[src/rtl/csem_pkg.sv]
package csem_pkg;

    typedef enum logic {
        OP_DOWN = 1'b0,
        OP_UP   = 1'b1
    } sem_op_e;

    typedef struct packed {
        logic enq;
        logic deq;
        logic ovf;
    } sem_act_t;

    function automatic int id_width(input int n);
        return (n > 1) ? $clog2(n) : 1;
    endfunction

    function automatic bit is_pow2(input int n);
        return (n > 0) && ((n & (n - 1)) == 0);
    endfunction

    function automatic sem_act_t sem_decide(input sem_op_e op,
                                            input logic at_floor,
                                            input logic dec_neg,
                                            input logic inc_nonpos);
        sem_act_t a;
        a = '0;
        if (op == OP_DOWN) begin
            if (at_floor)     a.ovf = 1'b1;
            else if (dec_neg) a.enq = 1'b1;
        end else if (inc_nonpos) begin
            a.deq = 1'b1;
        end
        return a;
    endfunction

endpackage

[src/rtl/csem_rr_arb.sv]
module csem_rr_arb
    import csem_pkg::*;
#(
    parameter int N_REQ = 4,
    localparam int IDW = id_width(N_REQ)
) (
    input  logic             clk,
    input  logic             rst,
    input  logic [N_REQ-1:0] req,
    output logic [N_REQ-1:0] gnt,
    output logic [IDW-1:0]   gnt_id,
    output logic             gnt_any
);

    logic [IDW-1:0] ptr_q;

    always_comb begin
        gnt     = '0;
        gnt_id  = '0;
        gnt_any = 1'b0;
        for (int k = 0; k < N_REQ; k++) begin
            int idx;
            idx = int'(ptr_q) + k;
            if (idx >= N_REQ) idx = idx - N_REQ;
            if (!gnt_any && req[idx]) begin
                gnt_any  = 1'b1;
                gnt[idx] = 1'b1;
                gnt_id   = IDW'(idx);
            end
        end
    end

    always_ff @(posedge clk) begin
        if (rst) begin
            ptr_q <= '0;
        end else if (gnt_any) begin
            ptr_q <= (gnt_id == IDW'(N_REQ - 1)) ? '0 : gnt_id + IDW'(1);
        end
    end

    a_r6_grant_onehot: assert property (@(posedge clk) disable iff (rst)
        $onehot0(gnt));
    a_r6_grant_requested: assert property (@(posedge clk) disable iff (rst)
        (gnt & ~req) == '0);
    a_r7_any_when_req: assert property (@(posedge clk) disable iff (rst)
        (req != '0) |-> gnt_any);

endmodule

[src/rtl/csem_wait_fifo.sv]
module csem_wait_fifo
    import csem_pkg::*;
#(
    parameter int DEPTH = 4,
    parameter int IDW   = 2,
    localparam int PW   = id_width(DEPTH),
    localparam int OCCW = $clog2(DEPTH + 1)
) (
    input  logic            clk,
    input  logic            rst,
    input  logic            push,
    input  logic [IDW-1:0]  push_id,
    input  logic            pop,
    output logic [IDW-1:0]  head_id,
    output logic [OCCW-1:0] occ
);

    logic [IDW-1:0] mem [DEPTH];
    logic [PW-1:0]  wr_q, rd_q, wr_nx, rd_nx;
    logic [OCCW-1:0] occ_q;

    generate
        if (is_pow2(DEPTH)) begin : g_wrap_free
            assign wr_nx = wr_q + PW'(1);
            assign rd_nx = rd_q + PW'(1);
        end else begin : g_wrap_cmp
            assign wr_nx = (wr_q == PW'(DEPTH - 1)) ? '0 : wr_q + PW'(1);
            assign rd_nx = (rd_q == PW'(DEPTH - 1)) ? '0 : rd_q + PW'(1);
        end
    endgenerate

    always_ff @(posedge clk) begin
        if (rst) begin
            wr_q  <= '0;
            rd_q  <= '0;
            occ_q <= '0;
        end else begin
            if (push) begin
                mem[wr_q] <= push_id;
                wr_q      <= wr_nx;
            end
            if (pop) rd_q <= rd_nx;
            if (push && !pop)      occ_q <= occ_q + OCCW'(1);
            else if (pop && !push) occ_q <= occ_q - OCCW'(1);
        end
    end

    assign head_id = mem[rd_q];
    assign occ     = occ_q;

    a_r3_no_push_full: assert property (@(posedge clk) disable iff (rst)
        push |-> (occ_q != OCCW'(DEPTH)));
    a_r4_no_pop_empty: assert property (@(posedge clk) disable iff (rst)
        pop |-> (occ_q != '0));
    a_r6_single_access: assert property (@(posedge clk) disable iff (rst)
        !(push && pop));

endmodule

[src/rtl/csem_count_core.sv]
module csem_count_core
    import csem_pkg::*;
#(
    parameter int N_REQ      = 4,
    parameter int INIT_COUNT = 1,
    parameter int CNT_W      = 8,
    localparam int IDW = id_width(N_REQ)
) (
    input  logic                    clk,
    input  logic                    rst,
    input  logic                    op_fire,
    input  sem_op_e                 op_kind,
    input  logic [IDW-1:0]          op_id,
    input  logic [IDW-1:0]          head_id,
    output logic                    push,
    output logic                    pop,
    output logic signed [CNT_W-1:0] count_q,
    output logic                    rsp_fire_q,
    output logic [IDW-1:0]          rsp_id_q,
    output logic                    rsp_blocked_q,
    output logic                    ovf_q,
    output logic                    wake_q,
    output logic [IDW-1:0]          wake_id_q
);

    localparam logic signed [CNT_W-1:0] FLOOR = CNT_W'(-N_REQ);
    localparam logic signed [CNT_W-1:0] INIT  = CNT_W'(INIT_COUNT);

    logic signed [CNT_W-1:0] dec, inc, count_d;
    sem_act_t act;

    always_comb begin
        dec = count_q - CNT_W'(1);
        inc = count_q + CNT_W'(1);
        act = sem_decide(op_kind, count_q == FLOOR, dec[CNT_W-1],
                         inc[CNT_W-1] || (inc == '0));
        push = op_fire && act.enq;
        pop  = op_fire && act.deq;
        count_d = count_q;
        if (op_fire && !act.ovf) begin
            count_d = (op_kind == OP_UP) ? inc : dec;
        end
    end

    always_ff @(posedge clk) begin
        if (rst) begin
            count_q       <= INIT;
            rsp_fire_q    <= 1'b0;
            rsp_id_q      <= '0;
            rsp_blocked_q <= 1'b0;
            ovf_q         <= 1'b0;
            wake_q        <= 1'b0;
            wake_id_q     <= '0;
        end else begin
            count_q       <= count_d;
            rsp_fire_q    <= op_fire;
            rsp_id_q      <= op_id;
            rsp_blocked_q <= push;
            ovf_q         <= op_fire && act.ovf;
            wake_q        <= pop;
            wake_id_q     <= pop ? head_id : wake_id_q;
        end
    end

    a_r8_floor_held: assert property (@(posedge clk) disable iff (rst)
        count_q >= FLOOR);
    a_r8_refused_no_change: assert property (@(posedge clk) disable iff (rst)
        ovf_q |-> (count_q == $past(count_q)));
    a_r4_wake_nonpositive: assert property (@(posedge clk) disable iff (rst)
        wake_q |-> (count_q <= 0));
    a_r3_blocked_negative: assert property (@(posedge clk) disable iff (rst)
        rsp_blocked_q |-> (count_q < 0));
    a_r9_result_with_rsp: assert property (@(posedge clk) disable iff (rst)
        (wake_q || rsp_blocked_q || ovf_q) |-> rsp_fire_q);

endmodule

[src/rtl/csem_unit.sv]
module csem_unit
    import csem_pkg::*;
#(
    parameter int N_REQ      = 4,
    parameter int INIT_COUNT = 2,
    parameter int CNT_W      = 8,
    localparam int IDW  = id_width(N_REQ),
    localparam int OCCW = $clog2(N_REQ + 1)
) (
    input  logic                    clk,
    input  logic                    rst,
    input  logic [N_REQ-1:0]        cmd_valid,
    input  logic [N_REQ-1:0]        cmd_up,
    output logic [N_REQ-1:0]        cmd_ready,
    output logic [N_REQ-1:0]        rsp_valid,
    output logic                    rsp_blocked,
    output logic                    ovf_err,
    output logic                    wake_valid,
    output logic [IDW-1:0]          wake_id,
    output logic signed [CNT_W-1:0] count_o
);

    logic [N_REQ-1:0]        gnt;
    logic [IDW-1:0]          gnt_id, head_id, rsp_id;
    logic                    gnt_any, push, pop, rsp_fire;
    logic [OCCW-1:0]         occ;
    logic signed [CNT_W-1:0] count_q;
    sem_op_e                 op_kind;

    csem_rr_arb #(.N_REQ(N_REQ)) arb_i (
        .clk(clk), .rst(rst), .req(cmd_valid),
        .gnt(gnt), .gnt_id(gnt_id), .gnt_any(gnt_any)
    );

    assign op_kind = cmd_up[gnt_id] ? OP_UP : OP_DOWN;

    csem_count_core #(.N_REQ(N_REQ), .INIT_COUNT(INIT_COUNT), .CNT_W(CNT_W)) core_i (
        .clk(clk), .rst(rst),
        .op_fire(gnt_any), .op_kind(op_kind), .op_id(gnt_id), .head_id(head_id),
        .push(push), .pop(pop), .count_q(count_q),
        .rsp_fire_q(rsp_fire), .rsp_id_q(rsp_id), .rsp_blocked_q(rsp_blocked),
        .ovf_q(ovf_err), .wake_q(wake_valid), .wake_id_q(wake_id)
    );

    csem_wait_fifo #(.DEPTH(N_REQ), .IDW(IDW)) fifo_i (
        .clk(clk), .rst(rst),
        .push(push), .push_id(gnt_id), .pop(pop),
        .head_id(head_id), .occ(occ)
    );

    generate
        for (genvar i = 0; i < N_REQ; i++) begin : g_rsp
            assign rsp_valid[i] = rsp_fire && (rsp_id == IDW'(i));
        end
    endgenerate

    assign cmd_ready = gnt;
    assign count_o   = count_q;

    a_r3_queue_matches_count: assert property (@(posedge clk) disable iff (rst)
        CNT_W'(occ) == (count_q[CNT_W-1] ? (CNT_W'(0) - count_q) : CNT_W'(0)));
    a_r9_rsp_onehot: assert property (@(posedge clk) disable iff (rst)
        $onehot0(rsp_valid));
    a_r9_rsp_follows_grant: assert property (@(posedge clk) disable iff (rst)
        (rsp_valid != '0) |-> $past(gnt_any));

endmodule

[config.mk]
export PLATFORM = sky130hd
export DESIGN_NAME = csem_unit
export DESIGN_NICKNAME = d
export VERILOG_FILES = /design/src/rtl/csem_pkg.sv /design/src/rtl/csem_rr_arb.sv /design/src/rtl/csem_wait_fifo.sv /design/src/rtl/csem_count_core.sv /design/src/rtl/csem_unit.sv
export SDC_FILE = /design/constraint.sdc
export NUM_CORES = 1
export LEC_CHECK = 0
export BUFFER_PORTS_ARGS = -buffer_cell sky130_fd_sc_hd__buf_2
export CAP_MARGIN = 20
export CORE_MARGIN = 3
export CORE_UTILIZATION = 52
export DETAILED_ROUTE_END_ITERATION = 8
export PLACE_DENSITY = 0.73
export SETUP_SLACK_MARGIN = 0.4
export SLEW_MARGIN = 20
export SYNTH_ARGS = -nofsm -noshare
export SYNTH_HDL_FRONTEND = slang
export SYNTH_HIERARCHICAL = 1
export SYNTH_SLANG_ARGS = --single-unit
export TNS_END_PERCENT = 50
[constraint.sdc]
create_clock -name clk -period 6.5 [get_ports clk]
set_input_delay 0.975 -clock clk [delete_from_list [all_inputs] [get_ports clk]]
set_output_delay 0.975 -clock clk [all_outputs]
set_load 0.03 [all_outputs]
Word level (Yosys, flattened, before mapping)
Memories as Yosys holds them, arrays and structs flattened. A register that Yosys moved wholly into a read port is not among the register bits.
Index checks and enable logic that the tools add are counted.
{ "word_totals": {"memories": 1, "mem_bits_rw": 8, "out_inout_bits": 21, "word_cells": 116, "ff_bits": 20, "in_bits": 10} }
{ "mem_list": {"columns": ["name", "words", "word_bits", "read_ports", "rd_clocked_by_memory_dff", "wr", "line", "rtl"], "rows": [
  ["fifo_i.mem", 4, 2, 1, 1, 1, "csem_wait_fifo.sv:18", "logic [IDW-1:0] mem [DEPTH];"]
]} }
{ "op_classes": {"order_cmp": 13, "n_mux": 51, "add_sub_neg": 12, "eq_ne": 5, "bitwise_logic": 3, "reduce_logical": 22} }
{ "op_table": {"columns": ["operator", "count"], "rows": [
  ["32-bit by 1-bit >= comparator with 1-bit output, second input constant", 4],
  ["32-bit by 4-bit < comparator with 1-bit output, second input constant", 4],
  ["32-bit two-way mux", 4],
  ["32-bit by 4-bit >= comparator with 1-bit output, second input constant", 3],
  ["32-bit by 4-bit subtractor with 32-bit output, second input constant", 3],
  ["1-bit two-way mux", 28],
  ["4-bit two-way mux", 4],
  ["1-bit logical AND", 15],
  ["4-bit bitwise OR", 3],
  ["1-bit binary-select mux with 2-bit select", 5],
  ["2-bit two-way mux", 5],
  ["8-bit by 2-bit adder with 8-bit output, second input constant", 1],
  ["1-bit demux with 2-bit select", 4],
  ["8-bit by 3-bit equality test with 1-bit output, second input constant", 1],
  ["8-bit logical NOT", 1],
  ["8-bit two-way mux", 1],
  ["8-bit by 2-bit subtractor with 8-bit output, second input constant", 1],
  ["2-bit by 1-bit adder with 2-bit output, second input constant", 3],
  ["2-bit by 2-bit adder with 3-bit output, second input constant", 2],
  ["2-bit equality test, second input constant", 3],
  ["1-bit logical NOT", 4],
  ["2-bit by 3-bit subtractor with 4-bit output, second input constant", 1],
  ["2-bit by 1-bit adder with 3-bit output, second input constant", 1],
  ["2-bit by 3-bit >= comparator with 1-bit output, second input constant", 1],
  ["other kinds (4)", 4]
]} }

Depth between registers and ports, before layout
Gate-level depths: netlist (run 1).
{ "depth": {"ltp_word": 23, "ltp_mapped": 15, "ltp_nobuf": 13} }

Cells and area by module
The synthesis (run 1) kept the hierarchy.
{ "by_module_without_submodules": {"columns": ["module", "cells_per_inst", "area_per_inst_um2", "n_inst", "seq_area_each_um2"], "rows": [
  ["csem_count_core", 124, 1012.2, 1, 320.3],
  ["csem_wait_fifo", 53, 709.4, 1, 420.4],
  ["csem_rr_arb", 57, 570.5, 1, 40.0],
  ["csem_unit", 5, 53.8, 1, 0.0]
]} }

Worst setup path before layout (run 1)
OpenSTA, ideal clock, no wires.
{ "synth_timing": {"path_type": "input port to flip-flop", "startpoint": "input port cmd_valid[2]", "endpoint": "register, netlist name fifo_i/occ[2]", "required_ns": 6.430, "cell_stages": 15, "setup_slack_ns": 1.467, "t_arrival_ns": 4.963, "cell_sequence": "buf_6 mux4_1 buf_2 o21ai_2 nand2_1 mux4_2 buf_2 clkbuf_1 nor4b_1 ha_1 inv_1 fa_1 xor2_1 or3_1 a21oi_1"} }
{ "synth_rtl": {"columns": ["element", "line", "rtl"], "rows": [
  ["start, declared", "csem_unit.sv:12", "input logic [N_REQ-1:0] cmd_valid,"]
]} }

==> qor.txt, run 1 <==
==============================================================================
Status                                                               completed
Met1 track demand over resource in global routing                        25.9%
Core ar.                                                             3850 um^2
Fraction of final layout cells sized beyond drive strength 1             21.0%
Number of antenna-violating nets in the routed design                        0
Reported max-cap violation count                                             0
Clock root buffer                                                     clkbuf_8
Worst-skew pair later-pin latency                                      0.27 ns
CTS sink cnt                                                                32
Depth of the worst hold-timing path                                          2
DRC violations left                                                          0
Sum of net half-perimeters after detailed placement                    3.09 mm
CTS clock-pin slew for the worst setup and hold paths                  0.06 ns
RSZ-0062 raised after global routing                                     false
Syn_area_per_cell                                                    9.80 um^2
Slowest library cell on the worst path                                  mux4_2
Terminus of the critical flop-to-flop path                        fifo_i/mem[0][1]$_DFFE_PP_
Deepest level of the CTS H-tree                                              2
Final setup skew                                                    0.00401 ns
Hold buffer count at cts                                                     0
Endpoint, Worst Hold                                              core_i/wake_id_q[1]$_SDFFE_PP0P_
Leakage                                                                1.03 nW
Depth of the most critical reg-to-reg path                                  10
Startpoint of the most critical hold path                         core_i/wake_id_q[1]$_SDFFE_PP0P_
Count of pins over their slew limit                                          0
Total overflow reported by the global router                                 0
Met3 usage                                                               4.97%
Final TNS setup                                                           0 ns
Logic pwr share                                                          55.2%
Combined global-route utilization of all metal layers                    17.5%
Final wirelength                                                       4.32 mm
Net load switching power                                              0.564 mW
Crit path arrival time                                                 4.61 ns
I/O pin cnt                                                                 31
Final net count                                                            273
Worst max-slew margin expressed relative to the limit                    54.0%
Delay of the slowest critical-path stage                               0.76 ns
Post-Synthesis Cell Area                                             2190 um^2
Maximum clock frequency                                              0.216 GHz
Last weighted congestion value of the routability-driven placer          0.833
Antenna diode count                                                          0
Type of the most critical hold path                               register to register
Number of gates resized after CTS                                            0
Routed wire per std cell                                               14.6 um
Vias after detailed routing                                               1753
CTS tree                                                                  done
Post-CTS setup buffer count                                                  0
Least-Margin Pin Slew                                                 0.683 ns
Largest net degree at the start of global routing                           25
Detailed Route Iter0 Violations                                            150
Total power density per cell area                                  503 nW/um^2
Final Cycle Share                                                        71.2%
Clock Power Share                                                        14.9%
Port bufs                                                                   30
Chain of cells forming the critical path                          inv_1, ha_1, mux4_2, nor2b_4, o21ai_2, nand2_1, mux4_2, nor4b_1, nor2b_1, and2_1
IR drop worst, VDD                                                    0.263 mV
Vias in the first global route                                            1523
Setup-violating endpoint count in the final report                           0
Die outline area                                                     5040 um^2
Layer with the highest usage after global routing                         met1
Internal power of the cells                                           0.655 mW
First-pass iteration count of the detailed router                            4
Minimum period implied by the final worst setup slack                  4.63 ns
Worst path setup slack after routing                                   1.87 ns
Total nets after synthesis                                                 250
Cell seen most often among critical-path stages                         mux4_2
Initial antenna violation count                                              0
Global-route met2 utilization                                            24.7%
Post-Synthesis Cells                                                       224
Critical path startpoint category                                     register
Largest fanout on the critical path                                         24
Final hold violation count                                                   0
Die extent in y                                                        71.0 um
Element type at the critical path end                                 register
Global-route wire length before repair                                 7.20 mm
Floorplan row count                                                         22
Class of the most critical setup path                             register to register
Net switching share of the total power                                   46.3%
Starting density of the core                                             56.9%
Sequential fraction of design power                                      29.8%
Layout-stage area growth over the synthesis result                       10.4%
Number of buffers inserted during clock tree synthesis                       5
Yosys warnings                                                               6
DIE WIDTH                                                              71.0 um
Clock tree buffer depth                                                      2
Worst path required time                                               6.49 ns
Reg-to-reg setup timing slack                                          1.87 ns
Pre-CTS setup slack                                                    1.85 ns
Vias per cell                                                             5.92
==============================================================================
[layout make-up]
class / count / area (um^2)
clock buffers: 6 / 72.6
inverters: 9 / 33.8
clock inverters: 2 / 35.0
fillers: 344 / 1430
flip-flops and latches: 32 / 721
multi-input cells: 169 / 1350
repair buffers: 30 / 150
well taps: 48 / 60.1
[state kept, by name (all words and copies together) (netlist names), named ones only]
register and count:
core_i/wake_id_q 2, core_i/rsp_fire_q 1, fifo_i/wr_q 2, fifo_i/mem 8, core_i/rsp_blocked_q 1, core_i/ovf_q 1, core_i/count_q 8, core_i/rsp_id_q 2
core_i/wake_q 1, arb_i/ptr_q 1, fifo_i/rd_q 2
[critical path, delay by kind of cell (launching register included)]
| family | cells | cell delay, ns |
|---|---|---|
| simple gates | 5 | 1.63 |
| buf+inv | 1 | 0.21 |
| fa+ha+maj | 1 | 0.43 |
| mux | 2 | 1.21 |
| flops | 1 | 0.75 |
| compound gates | 1 | 0.10 |
[metal layers]
metal	up-vias	part of all wire [%]
met4	0	0.51
met3	2	8.1
met2	70	44
met5	-	0
met1	806	47
li1	875	-
[worst max-delay path by stage]
stage | endpoint | depth (start not counted) | startpoint | slack [ns]
after floorplan | fifo_i/mem[0][0]$_DFFE_PP_ | 11 | cmd_valid[2] | 2.19
after CTS | fifo_i/mem[0][0]$_DFFE_PP_ | 10 | register | 1.84
after detailed placement | fifo_i/mem[0][0]$_DFFE_PP_ | 10 | register | 1.85
after global placement | fifo_i/mem[0][0]$_DFFE_PP_ | 10 | register | 2.02
final | fifo_i/mem[0][1]$_DFFE_PP_ | 10 | register | 1.87
after global routing | fifo_i/mem[0][0]$_DFFE_PP_ | 10 | register | 1.53
[layout by cell type (no fill, tap or decap), types with 3 or more instances in the layout]
cell type,instances
mux4_2,5
or3_1,3
and3_1,3
clkbuf_8,5
a211o_1,3
nor4_1,4
and2_1,4
xor2_1,4
mux2i_1,5
buf_2,30
nand2b_1,6
nand3b_1,3
a21oi_1,8
a221o_1,4
ha_1,16
edfxtp_1,8
nand2_1,11
a22oi_1,8
xnor2_1,5
nand3_1,5
and3b_1,3
dfxtp_1,24
nor3_1,4
nor2_1,18
o21ai_0,11
inv_1,9
nor2b_1,7
[power by group through the flow]
stage	registers (mW)	logic (mW)	clock network, mW
2_1_floorplan	0.366	0.550	0
3_3_place_gp	0.365	0.664	0
3_5_place_dp	0.366	0.670	0
4_1_cts	0.362	0.673	0.187
5_1_grt	0.379	0.743	0.195
6_report	0.364	0.674	0.182
[per-stage QoR]
step / power [mW] / cells / hold slack, ns / util [%] / area (um^2)
6_report: 1.22 / 296 / 0.476 / 62.9 / 2420
5_1_grt: 1.32 / 296 / 0.505 / 62.9 / 2420
4_1_cts: 1.22 / 296 / 0.483 / 62.9 / 2420
3_5_place_dp: 1.04 / 288 / 0.471 / 60.1 / 2320
3_3_place_gp: 1.03 / 288 / 0.463 / 60.1 / 2320
2_1_floorplan: 0.916 / 224 / 0.485 / - / 2190
Note: power is estimated with default switching activity, not from simulation.
==> inputs of run 2 (changes only) <==
==> constraint.sdc (replaced) <==
create_clock -name clk -period 4.45 [get_ports clk]
set_input_delay 0.6675 -clock clk [delete_from_list [all_inputs] [get_ports clk]]
set_output_delay 0.6675 -clock clk [all_outputs]
set_load 0.03 [all_outputs]
==> run 2 against run 1 <==
Compared with the run above:
- hold slack improved by 0.0054 ns
- final cell count up 1.4%
- core utilization is 0.97 points higher
- routed wire length increased by 5.4%
- global-route usage up 1.9 points
- power up 50%
- clock power rose by 49%
- sequential share of layout area shrank 0.40 points
- critical path type unchanged
- largest cell class unchanged
- largest power group unchanged
- highest routed layer unchanged
==> qor.txt, run 2 (synthesis gave the netlist of run 1 again) <==
==============================================================================
Clock root buffer                                                     clkbuf_8
Crit path arrival time                                                 3.74 ns   -0.87 ns
Reg-to-reg setup timing slack                                          0.70 ns   -1.17 ns
Reported max-cap violation count                                             0   unchanged
Number of fill cells in the layout                                         334   -2.9%
Starting density of the core                                             56.9%   unchanged
Floorplan row count                                                         22   unchanged
Leakage                                                                1.06 nW   +2.2%
Type of the most critical hold path                               register to register
Clock tree buffer depth                                                      2   unchanged
Final hold violation count                                                   0   unchanged
CTS sink cnt                                                                32   unchanged
Terminus of the critical flop-to-flop path                        fifo_i/mem[0][1]$_DFFE_PP_
Core ar.                                                             3850 um^2   unchanged
Die extent in y                                                        71.0 um   unchanged
Layout-stage area growth over the synthesis result                       12.1%
DIE WIDTH                                                              71.0 um   unchanged
CTS clock-pin slew for the worst setup and hold paths                  0.06 ns   about the same
CP Capture Point                                                  fifo_i/mem[0][1]$_DFFE_PP_
Maximum clock frequency                                              0.267 GHz   +23%
Vias after detailed routing                                               1764   +0.63%
Most common cell after layout, fill and taps aside                       buf_2
Global-route wire length before repair                                 7.85 mm   +9.1%
CTS tree                                                                  done
Final setup skew                                                    0.00301 ns   -0.00100 ns
Final net count                                                            277   +1.5%
Least-Margin Pin Slew                                                 0.692 ns   +0.00837 ns
Area of placed instances                                             2350 um^2   +1.6%
Depth of the most critical reg-to-reg path                                  10   unchanged
Worst path required time                                               4.45 ns   -2.04 ns
Vias per cell                                                             5.88   -0.71%
Antenna diode count                                                          0   unchanged
Status                                                               completed
Largest registers                                                 core_i/count_q x8, fifo_i/mem x8
Last weighted congestion value of the routability-driven placer          0.866   +3.9%
Deepest level of the CTS H-tree                                              2   unchanged
Routed wire per std cell                                               15.2 um   +4.0%
Post-CTS setup buffer count                                                  0   unchanged
DRC violations left                                                          0   unchanged
I/O pin cnt                                                                 31   unchanged
Largest fanout on the critical path                                          9   -63%
Number of antenna-violating nets in the routed design                        0   unchanged
Total overflow reported by the global router                                 0   unchanged
Pwr Total                                                              1.83 mW   +50%
Total power density per cell area                                  742 nW/um^2   +47%
Final Cycle Share                                                        84.3%   +13 points
RSZ-0062 raised after global routing                                     false
Die outline area                                                     5040 um^2   unchanged
Largest net degree at the start of global routing                           25   unchanged
Final wirelength                                                       4.56 mm   +5.4%
Fraction of final layout cells sized beyond drive strength 1             23.0%   +2.0 points
Post-route cell area                                                 2460 um^2   +1.5%
Vias in the first global route                                            1686   +11%
Combined global-route utilization of all metal layers                    19.5%   +1.9 points
Sum of net half-perimeters after detailed placement                    3.37 mm   +9.2%
Element type at the critical path end                                 register
Critical path startpoint category                                     register
Worst-skew pair later-pin latency                                      0.28 ns   about the same
Final TNS setup                                                           0 ns   unchanged
Commonest cells after routing, fill and taps aside                buf_2, dfxtp_1, nor2_1, ha_1
Initial antenna violation count                                              0   unchanged
Worst max-slew margin expressed relative to the limit                    53.5%   -0.56 points
Class of the most critical setup path                             register to register
Detailed Route Iter0 Violations                                            137   -8.7%
Minimum period implied by the final worst setup slack                  3.75 ns   -0.877 ns
Setup-violating endpoint count in the final report                           0   unchanged
First-pass iteration count of the detailed router                            4   unchanged
Count of pins over their slew limit                                          0   unchanged
Number of buffers inserted during clock tree synthesis                       5   unchanged
Port bufs                                                                   30   unchanged
Worst hold-check slack                                                0.481 ns   +0.00537 ns
IR drop worst, VDD                                                    0.408 mV   +55%
==============================================================================
==> run 2: cell count changes in the layout (fill, tap and decap cells not counted) <==
cell	before	now
buf_4	0	4
nor4b_2	0	1
dfxtp_2	0	1
nor4b_1	2	1
dfxtp_1	24	23
==> run 2: report_power, final <==
group	internal (mW)	leakage, nW	switching, mW
combinational	0.426	0.731	0.621
clock	0.166	0.0552	0.105
sequential	0.394	0.269	0.114
total	0.985	1.06	0.840
==> run 2: worst min-delay path by stage <==
stage / endpoint / start / slack [ns] / cells after the start
after global routing: core_i/wake_id_q[1]$_SDFFE_PP0P_ / core_i/wake_id_q[1]$_SDFFE_PP0P_ / 0.52 / 2
final: core_i/wake_id_q[1]$_SDFFE_PP0P_ / core_i/wake_id_q[1]$_SDFFE_PP0P_ / 0.48 / 2
after global placement: core_i/wake_id_q[0]$_SDFFE_PP0P_ / core_i/wake_id_q[0]$_SDFFE_PP0P_ / 0.46 / 2
after floorplan: register / fifo_i/rd_q[1]$_SDFFE_PP0P_ / 0.48 / 2
after detailed placement: core_i/wake_id_q[0]$_SDFFE_PP0P_ / core_i/wake_id_q[0]$_SDFFE_PP0P_ / 0.47 / 2
after CTS: core_i/wake_id_q[0]$_SDFFE_PP0P_ / core_i/wake_id_q[0]$_SDFFE_PP0P_ / 0.49 / 2
==> run 2: per-stage QoR <==
step | util [%] | setup WS [ns] | cells
5_1_grt | 63.9 | 0.472 | 300
2_1_floorplan | - | 0.402 | 224
6_report | 63.9 | 0.701 | 300
3_5_place_dp | 61.0 | 0.564 | 292
3_3_place_gp | 61.0 | 0.689 | 292
4_1_cts | 63.8 | 0.567 | 300
==> run 2: final cells by class <==
class | instances | area (um^2) | area share [%]
multi-input cells | 169 | 1360 | 55.2
repair buffers | 34 | 180 | 7.32
well taps | 48 | 60.1 | 2.44
clock inverters | 2 | 35.0 | 1.42
inverters | 9 | 33.8 | 1.37
clock buffers | 6 | 72.6 | 2.95
flip-flops and latches | 32 | 722 | 29.3
==> run 2: repair_timing <==
item                                    4_1_cts  5_1_grt
resized for setup                             0        1
endpoints found under the setup margin        0       10
hold buffers                                  0        0
==> run 2: routing by layer <==
metal / global-route usage, % / vias to the layer above / wire [um]
met2: 29.6 / 46 / 2060
li1: - / 879 / -
met4: 7.72 / 0 / 72
met1: 26.6 / 833 / 2180
met5: 0 / - / 0
met3: 4.97 / 6 / 238
==> run 2: critical path, stage by stage, from the launching register on <==
cell and delay (ns):
dfxtp_2 0.43, inv_1 0.13, ha_1 0.39, mux4_2 0.45
nor2b_4 0.21, o21ai_2 0.10, nand2_1 0.24, mux4_2 0.67
nor4b_2 0.34, nor2b_1 0.28, and2_1 0.21
==> inputs of run 3 (changes only) <==
==> constraint.sdc (replaced) <==
create_clock -name clk -period 3.85 [get_ports clk]
set_input_delay 0.5775 -clock clk [delete_from_list [all_inputs] [get_ports clk]]
set_output_delay 0.5775 -clock clk [all_outputs]
set_load 0.03 [all_outputs]
==> run 3 against run 2 <==
Compared with the run above:
- die area unchanged
- sequential power is 16% higher
- first-iteration DRC count rose by 6.6%
- sequential share of layout area decreased by 2.5 points
- clock skew barely moved
- critical path depth unchanged
- core utilization rose by 6.4 points
- count of clock-buffer cells in the layout down 1
- final cell count grew 7.0%
- clock power grew 15%
- power rose by 31%
- critical path type unchanged
- highest routed layer unchanged
==> qor.txt, run 3 (synthesis gave the netlist of run 1 again) <==
==============================================================================
Crit path arrival time                                                 3.30 ns   -0.44 ns
Element type at the critical path end                                 register
Worst hold-check slack                                                0.483 ns   +0.00253 ns
Chain of cells forming the critical path                          clkinvlp_4, ha_4, mux4_2, nor2b_1, o211ai_1, nand2_2, mux4_2, nor4b_4, nor2b_4, and2_4
Core ar.                                                             3850 um^2   unchanged
CTS clock-pin slew for the worst setup and hold paths                  0.07 ns   about the same
Initial antenna violation count                                              0   unchanged
Floorplan row count                                                         22   unchanged
Hold buffer count at cts                                                     0   unchanged
Layout-stage area growth over the synthesis result                       23.4%
Count of pins over their slew limit                                          0   unchanged
Routed wire per std cell                                               14.7 um   -3.0%
Global-route wire length before repair                                 7.89 mm   +0.52%
Worst setup startpoint                                            arb_i/ptr_q[1]$_SDFFE_PP0P_
Vias per cell                                                             5.78   -1.8%
CTS tree                                                                  done
Minimum period implied by the final worst setup slack                  3.29 ns   -0.455 ns
Die extent in y                                                        71.0 um   unchanged
Slowest library cell on the worst path                                  mux4_2
Metal3 WL                                                               274 um   +15%
Wl on met1                                                             2.33 mm   +6.9%
CP Capture Point                                                  fifo_i/mem[2][1]$_DFFE_PP_
Worst-skew pair later-pin latency                                      0.28 ns   about the same
Number of antenna-violating nets in the routed design                        0   unchanged
Delay of the slowest critical-path stage                               0.57 ns   -0.10 ns
Least-Margin Pin Slew                                                 0.679 ns   -0.0127 ns
Worst path required time                                               3.86 ns   -0.59 ns
Total overflow reported by the global router                                 0   unchanged
Die outline area                                                     5040 um^2   unchanged
Leakage                                                                1.18 nW   +12%
IR drop worst, VDD                                                    0.356 mV   -13%
Depth of the most critical reg-to-reg path                                  10   unchanged
Combined global-route utilization of all metal layers                    19.4%   -0.12 points
Final setup skew                                                    0.00346 ns   +0.000457 ns
Origin of the critical flop-to-flop path                          arb_i/ptr_q[1]$_SDFFE_PP0P_
RSZ-0062 raised after global routing                                     false
I/O pin cnt                                                                 31   unchanged
Final hold violation count                                                   0   unchanged
Total power density per cell area                                  885 nW/um^2   +19%
Type of the most critical hold path                               register to register
Met2 wirelength from detailed routing                                  2.08 mm   +1.0%
Port bufs                                                                   30   unchanged
Startpoint of the most critical hold path                         core_i/wake_id_q[1]$_SDFFE_PP0P_
Final wirelength                                                       4.73 mm   +3.8%
CTS sink cnt                                                                32   unchanged
Fraction of final layout cells sized beyond drive strength 1             33.0%   +10 points
Number of buffers inserted during clock tree synthesis                       5   unchanged
Detailed Route Iter0 Violations                                            146   +6.6%
Largest net degree at the start of global routing                           25   unchanged
Largest fanout on the critical path                                          6   -3
Starting density of the core                                             56.9%   unchanged
Core Util, Final                                                         70.3%   +6.4 points
Class of the most critical setup path                             register to register
Last weighted congestion value of the routability-driven placer          0.852   -1.5%
Sum of net half-perimeters after detailed placement                    3.19 mm   -5.3%
Vias in the first global route                                            1668   -1.1%
Clock root buffer                                                     clkbuf_8
Final TNS setup                                                           0 ns   unchanged
DRC violations left                                                          0   unchanged
Antenna diode count                                                          0   unchanged
Commonest cells after routing, fill and taps aside                buf_2, buf_4, dfxtp_1, nor2_1, ha_1
Most common cell after layout, fill and taps aside                       buf_2
Final Cycle Share                                                        85.6%   +1.3 points
Cell seen most often among critical-path stages                         mux4_2
Status                                                               completed
Largest registers                                                 core_i/count_q x8, fifo_i/mem x8
Setup-violating endpoint count in the final report                           0   unchanged
Maximum clock frequency                                              0.304 GHz   +14%
Pwr Total                                                              2.40 mW   +31%
Reported max-cap violation count                                             0   unchanged
Deepest level of the CTS H-tree                                              2   unchanged
Final net count                                                            298   +7.6%
Critical path startpoint category                                     register
Reg-to-reg setup timing slack                                          0.56 ns   -0.14 ns
Clock tree buffer depth                                                      2   unchanged
First-pass iteration count of the detailed router                            4   unchanged
Max Used Layer                                                            met4
Terminus of the critical flop-to-flop path                        fifo_i/mem[2][1]$_DFFE_PP_
DIE WIDTH                                                              71.0 um   unchanged
Vias after detailed routing                                               1854   +5.1%
Worst max-slew margin expressed relative to the limit                    54.3%   +0.85 points
==============================================================================
run 3: cell types whose count changed in the layout (fill, tap and decap cells not counted), moves of 2 or more:
cell | previous run | this run
buf_4 | 4 | 23
and2_1 | 4 | 0
and2_4 | 0 | 4
clkinvlp_4 | 0 | 2
inv_1 | 9 | 7
run 3: report_power, final:
group	switching (mW)	internal (mW)	leakage, nW
clock network	0.122	0.191	0.0541
registers	0.130	0.458	0.270
logic	0.806	0.692	0.860
total	1.06	1.34	1.18
run 3: how the worst min path moves through the flow:
stage               slack, ns  cells after the start                               end
global placement         0.46                      2  core_i/wake_id_q[0]$_SDFFE_PP0P_
CTS                      0.49                      2  core_i/wake_id_q[1]$_SDFFE_PP0P_
floorplan                0.48                      2                          register
global route             0.50                      2  core_i/wake_id_q[1]$_SDFFE_PP0P_
finish                   0.48                      2  core_i/wake_id_q[1]$_SDFFE_PP0P_
detailed placement       0.48                      2  core_i/wake_id_q[1]$_SDFFE_PP0P_
run 3: per-stage QoR:
stage / worst slack [ns] / instance area [um^2] / cells
2_1_floorplan: 0.353 / 2290 / 224
3_3_place_gp: 0.285 / 2410 / 293
3_5_place_dp: 0.168 / 2410 / 293
4_1_cts: 0.459 / 2630 / 311
5_1_grt: 0.353 / 2710 / 321
6_report: 0.556 / 2710 / 321
run 3: area by class of cell:
| class | count | area [um^2] |
|---|---|---|
| fillers | 303 | 1140 |
| inverters | 9 | 40.0 |
| flip-flops and latches | 32 | 726 |
| multi-input cells | 170 | 1430 |
| well taps | 48 | 60.1 |
| clock inverters | 3 | 42.5 |
| repair buffers | 54 | 343 |
| clock buffers | 5 | 68.8 |
run 3: layer usage:
| layer | global-route usage [%] | vias to the layer above |
|---|---|---|
| met3 | 4.97 | 5 |
| li1 | - | 926 |
| met4 | 5.01 | 0 |
| met5 | 0 | - |
| met2 | 28.6 | 66 |
| met1 | 28.2 | 857 |
run 3: worst max-delay path: cells and delay by family (launching register included):
family | cells | cell delay (ns)
fa+ha+maj | 1 | 0.32
flops | 1 | 0.35
compound gates | 1 | 0.26
simple gates | 5 | 1.08
mux | 2 | 0.88
buf+inv | 1 | 0.13
run 3: repair_timing:
item	4_1_cts	5_1_grt
setup endpoints to repair	16	16
pin swaps	1	6
cloned	1	0
setup buffers	9	10
gates resized for setup	0	1
